File: config.mk
export PLATFORM = sky130hd
export DESIGN_NAME = cal_alarm_match
export DESIGN_NICKNAME = d
export VERILOG_FILES = /design/src/rtl/cal_alarm_match.sv
export SDC_FILE = /design/constraint.sdc
export NUM_CORES = 1
export LEC_CHECK = 0
export BUFFER_PORTS_ARGS = -buffer_cell sky130_fd_sc_hd__buf_2
export CORE_MARGIN = 5
export CORE_UTILIZATION = 54
export DETAILED_ROUTE_END_ITERATION = 6
export HOLD_SLACK_MARGIN = 0.08
export MAX_ROUTING_LAYER = met4
export PLACE_DENSITY = 0.8
export SLEW_MARGIN = 5
export SYNTH_ARGS = -nofsm -noshare
export SYNTH_HDL_FRONTEND = slang
export SYNTH_SLANG_ARGS = --single-unit
File: constraint.sdc
create_clock -name clk -period 2.1 [get_ports clk]
set_input_delay 0.21 -clock clk [delete_from_list [all_inputs] [get_ports clk]]
set_output_delay 0.21 -clock clk [all_outputs]
set_load 0.01 [all_outputs]
File: src/rtl/cal_alarm_match.sv
module cal_alarm_match (
  input  logic       clk,
  input  logic       rst_n,
  input  logic       sec_tick,
  input  logic [6:0] cur_sec,
  input  logic [6:0] cur_min,
  input  logic [6:0] cur_hour,
  input  logic [2:0] cur_wday,
  input  logic [5:0] cur_mday,
  input  logic [4:0] cur_mon,
  input  logic [7:0] cur_year,
  input  logic       wr_en,
  input  logic [3:0] wr_sel,
  input  logic [7:0] wr_data,
  input  logic [3:0] rd_sel,
  output logic [7:0] rd_data,
  output logic       alarm_irq
);

  localparam logic [3:0] SEL_SEC  = 4'd0;
  localparam logic [3:0] SEL_MIN  = 4'd1;
  localparam logic [3:0] SEL_HOUR = 4'd2;
  localparam logic [3:0] SEL_WDAY = 4'd3;
  localparam logic [3:0] SEL_MDAY = 4'd4;
  localparam logic [3:0] SEL_MON  = 4'd5;
  localparam logic [3:0] SEL_YVAL = 4'd6;
  localparam logic [3:0] SEL_YEN  = 4'd7;
  localparam logic [3:0] SEL_CTRL = 4'd8;
  localparam logic [3:0] SEL_STAT = 4'd9;

  logic [7:0] al_sec, al_min, al_hour, al_wday, al_mday, al_mon, al_year;
  logic       yr_en, aie, flag, prev_hit;
  logic       m_sec, m_min, m_hour, m_wday, m_mday, m_mon, m_year;
  logic       any_en, hit, stat_clr;

  always_ff @(posedge clk or negedge rst_n) begin
    if (!rst_n) begin
      al_sec  <= '0;
      al_min  <= '0;
      al_hour <= '0;
      al_wday <= '0;
      al_mday <= '0;
      al_mon  <= '0;
      al_year <= '0;
      yr_en   <= 1'b0;
      aie     <= 1'b0;
    end else if (wr_en) begin
      case (wr_sel)
        SEL_SEC:  al_sec  <= wr_data;
        SEL_MIN:  al_min  <= wr_data;
        SEL_HOUR: al_hour <= wr_data;
        SEL_WDAY: al_wday <= {wr_data[7], 4'b0, wr_data[2:0]};
        SEL_MDAY: al_mday <= {wr_data[7], 1'b0, wr_data[5:0]};
        SEL_MON:  al_mon  <= {wr_data[7], 2'b0, wr_data[4:0]};
        SEL_YVAL: al_year <= wr_data;
        SEL_YEN:  yr_en   <= wr_data[7];
        SEL_CTRL: aie     <= wr_data[0];
        default: ;
      endcase
    end
  end

  assign m_sec  = !al_sec[7]  || (al_sec[6:0]  == cur_sec);
  assign m_min  = !al_min[7]  || (al_min[6:0]  == cur_min);
  assign m_hour = !al_hour[7] || (al_hour[6:0] == cur_hour);
  assign m_wday = !al_wday[7] || (al_wday[2:0] == cur_wday);
  assign m_mday = !al_mday[7] || (al_mday[5:0] == cur_mday);
  assign m_mon  = !al_mon[7]  || (al_mon[4:0]  == cur_mon);
  assign m_year = !yr_en      || (al_year      == cur_year);

  assign any_en = al_sec[7] | al_min[7] | al_hour[7] | al_wday[7] |
                  al_mday[7] | al_mon[7] | yr_en;
  assign hit    = any_en & m_sec & m_min & m_hour & m_wday & m_mday & m_mon & m_year;
  assign stat_clr = wr_en && (wr_sel == SEL_STAT) && !wr_data[0];

  always_ff @(posedge clk or negedge rst_n) begin
    if (!rst_n) begin
      flag     <= 1'b0;
      prev_hit <= 1'b0;
    end else begin
      if (sec_tick) prev_hit <= hit;
      if (sec_tick && hit && !prev_hit) flag <= 1'b1;
      else if (stat_clr)                flag <= 1'b0;
    end
  end

  assign alarm_irq = flag & aie;

  always_comb begin
    case (rd_sel)
      SEL_SEC:  rd_data = al_sec;
      SEL_MIN:  rd_data = al_min;
      SEL_HOUR: rd_data = al_hour;
      SEL_WDAY: rd_data = al_wday;
      SEL_MDAY: rd_data = al_mday;
      SEL_MON:  rd_data = al_mon;
      SEL_YVAL: rd_data = al_year;
      SEL_YEN:  rd_data = {yr_en, 7'b0};
      SEL_CTRL: rd_data = {7'b0, aie};
      SEL_STAT: rd_data = {7'b0, flag};
      default:  rd_data = 8'h00;
    endcase
  end


  flag_rise_on_tick_chk: assert property (@(posedge clk) disable iff (!rst_n)
    $rose(flag) |-> ($past(sec_tick) && !$past(prev_hit)));


  no_enable_chk: assert property (@(posedge clk) disable iff (!rst_n)
    $rose(flag) |-> $past(any_en));


  clear_chk: assert property (@(posedge clk) disable iff (!rst_n)
    (wr_en && wr_sel == SEL_STAT && !wr_data[0] && !sec_tick) |=> !flag);


  hold_chk: assert property (@(posedge clk) disable iff (!rst_n)
    (!sec_tick && !(wr_en && wr_sel == SEL_STAT)) |=> $stable(flag));

endmodule

==> impl_metrics.csv <==
group,metric,value,unit
critical_path,critical_path.most_common_cell,"nor2_1",
floorplan,die_x,85.0,microns
cells_and_area,nets,392,
worst_hold_path,hold_end,"prev_hit",
floorplan,rows,27,
cts,clk_pin_slew_worst_paths,0.09,ns
route,met1_length,3300,microns
critical_path,crit_type,"reg -> out",
timing,fmax,531,MHz
yosys,synth_area_per_cell,11.8,sq um
cells_and_area,drive_above_1_share,43.0,%
timing,final_max_slew_viol_count,0,
yosys,async_flop_share,100,%
yosys,synth_top_area_share,43.7,%
timing,fin_worst_skew,0.00306,ns
placement,dpl.hpwl,5970,microns
critical_path,crit_required,1.89,ns
route,drt_iter0_drc,161,
global_routing,antenna_found_initial,0,
floorplan,coreArea,0.00547,sq mm
route,drc_errors,0,
timing,fin_crit_sh,89.7,%
critical_path,crit_chain,"mux2_2 -> a221oi_1 -> a21oi_1 -> nor2_1 -> nor2_1 -> buf_2",
floorplan,die_y,85.0,microns
power,worst_ir_drop_vdd,444,uV
timing,fin_crit,1.88,ns
cells_and_area,antenna_cells,0,
route,viasPerCell,5.85,
route,routed.top_layer,"met4",
critical_path,start_kind,"flop",
worst_hold_path,hold_path.class,"in -> reg",
route,wl_met3,683,microns
critical_path,r2r_setup_slack,0.48,ns
yosys,synth_nets,320,
timing,rsz0062_at_grt,"false",
yosys,synth.area.top_cells,"dfrtp_1, mux2_2, xnor2_1",
worst_hold_path,hold_start,"sec_tick",
critical_path,critPathLaunch,"al_min[7]",
yosys,ys_types,38,
placement,routabilityCongestion,0.918,
critical_path,slowest_delay,0.42,ns
route,routed_wl,7820,microns
yosys,synth_top_area_cell,"dfrtp_1",
yosys,yosysSeqAreaShare,43.7,%
cts,cts_tree,"yes",
route,wl_per_cell,19.5,microns
yosys,synth_edf_count,0,
floorplan,start_util,55.5,%
cts,clk_latency,0.30,ns
timing,fin_setup_tns,0,ns
critical_path,critPathMaxFanout,4,
cts,clk_path_buf_depth,2,
route,vias,2352,
critical_path,rr_worst_depth,5,
cells_and_area,instances_no_fill,402,
route,wl_met2,3680,microns
timing,worstMarginPinSlew,0.595,ns
yosys,synth_ff_type,"dfrtp_1",
cts,numCtsBuffers,5,
floorplan,design.die.area,0.00723,sq mm
yosys,syn_area,0.00304,sq mm
global_routing,grt_max_degree,30,
global_routing,track_usage,23.1,%
route,drtAntennaViolNets,0,
cts,cts_root_buf,"clkbuf_8",
global_routing,grt_pass1_wl,12500,microns
placement,port_buffers,71,
timing,finalHoldViolCount,0,
cts,htree_levels,2,
power,powerDensity,820,mW/mm^2
critical_path,r2r_start,"al_sec[4]",
yosys,yosys_warnings,0,
critical_path,cpMaxStageDelayCell,"dfrtp_1",
status,status,"finished clean",
worst_hold_path,holdPathStages,2,
floorplan,ios,72,
cells_and_area,layout_common_cells,"buf_2, mux2_2, dfrtp_1",
critical_path,crit_path_end_kind,"output pin",
critical_path,r2r_end,"flag",
cts,postCtsSetupBuffers,0,
cells_and_area,mostFrequentLayoutCell,"buf_2",
timing,slew_headroom,60.3,%
yosys,ys_seq_elements,53,
yosys,synthCells,257,
critical_path,critical_path_arrival,1.67,ns
run,maxCapViolations,0,
power,p_leak,1.58,nW
global_routing,grt_pass1_vias,2499,
route,dr.pass1.iters,4,
global_routing,grt_remaining_overflow,0,
placement,dpl.cell_count,393,
timing,setup_viol,0,
cells_and_area,synthToLayoutAreaGrowth,17.3,%
cts,numClockSinks,53,
## cell families (layout without fill, tap and decap cells)
logic type,Yosys count,in the layout,synth area share [%]
mux,68,68,25.6
flops,53,53,43.7
simple gates,47,47,8.73
xor+xnor,43,43,12.4
compound gates,34,34,7.87
buf+inv,12,85,1.73
## per-layer routing
metal,vias up,GRT usage [%]
li1,1081,-
met1,1146,31.2
met2,108,36.1
met3,17,3.50
met4,0,6.76
met5,-,-
## sequential cells by signal, summed over array words and instances (netlist names), 4 cells and up
name	flops
al_sec	8
al_mday	7
al_wday	4
al_min	8
al_mon	6
al_year	8
al_hour	8
## cell type report
cell class                      count  area [sq um]
Sequential cell                    53          1330
Tap cell                           72          90.1
Inverter                            2          7.51
Multi-Input combinational cell    192          1660
Clock buffer                        8          80.1
Timing Repair Buffer               75           400
Fill cell                         463          1910
## cells in the mapped netlist (all sizes together) (2+ instances only)
library cell / number
nand3b: 3
clkbuf: 4
dfrtp: 53
mux4: 2
nor2b: 3
nand4: 7
inv: 2
a221oi: 2
o22ai: 2
nand2b: 3
mux2: 58
xor2: 13
o31ai: 4
nor3b: 2
xnor2: 30
o41ai: 4
a21oi: 5
o21ai: 6
nand2: 5
mux2i: 8
nor2: 15
buf: 6
nand3: 4
a22oi: 4
## worst max-delay path by stage
| stage | to | cells past startpoint |
|---|---|---|
| 2_1_floorplan | flag | 5 |
| 3_3_place_gp | rd_data[7] | 7 |
| 3_5_place_dp | rd_data[7] | 7 |
| 4_1_cts | rd_data[7] | 6 |
| 5_1_grt | rd_data[7] | 6 |
| 6_report | rd_data[7] | 6 |
## critical path, delay by kind of cell, from the launching register on
kind,cells,cell delay (ns)
DFF,1,0.42
AOI/OAI and AO/OA,2,0.32
muxes,1,0.27
and+or+nand+nor,2,0.21
buffers and inverters,1,0.14
## power by group
group	switching [mW]	total (mW)	internal (mW)
Combinational	0.360	0.860	0.500
Sequential	0.242	1.50	1.26
Clock	0.319	0.557	0.238
Total	0.921	2.92	2.00
## what timing repair did
| item | in CTS | in global routing |
|---|---|---|
| hold buffers | 1 | 0 |
| resized for setup | 0 | 0 |
| hold endpoints to repair | 24 | 0 |
| endpoints found under the setup margin | 0 | 0 |
## through the flow
stage                     worst slack, ns  cell area (sq um)  util, %  hold WS [ns]  power (mW)
after floorplan                     0.623               3040        -       -0.0856        2.06
after global placement              0.353               3470     63.5         0.233        2.35
after detailed placement            0.343               3470     63.5         0.240        2.38
after CTS                           0.222               3560     65.1         0.123        2.94
after global routing               0.0934               3560     65.1         0.136        3.08
final                               0.217               3560     65.1         0.142        2.92
Note: power is estimated with default switching activity, not from simulation.
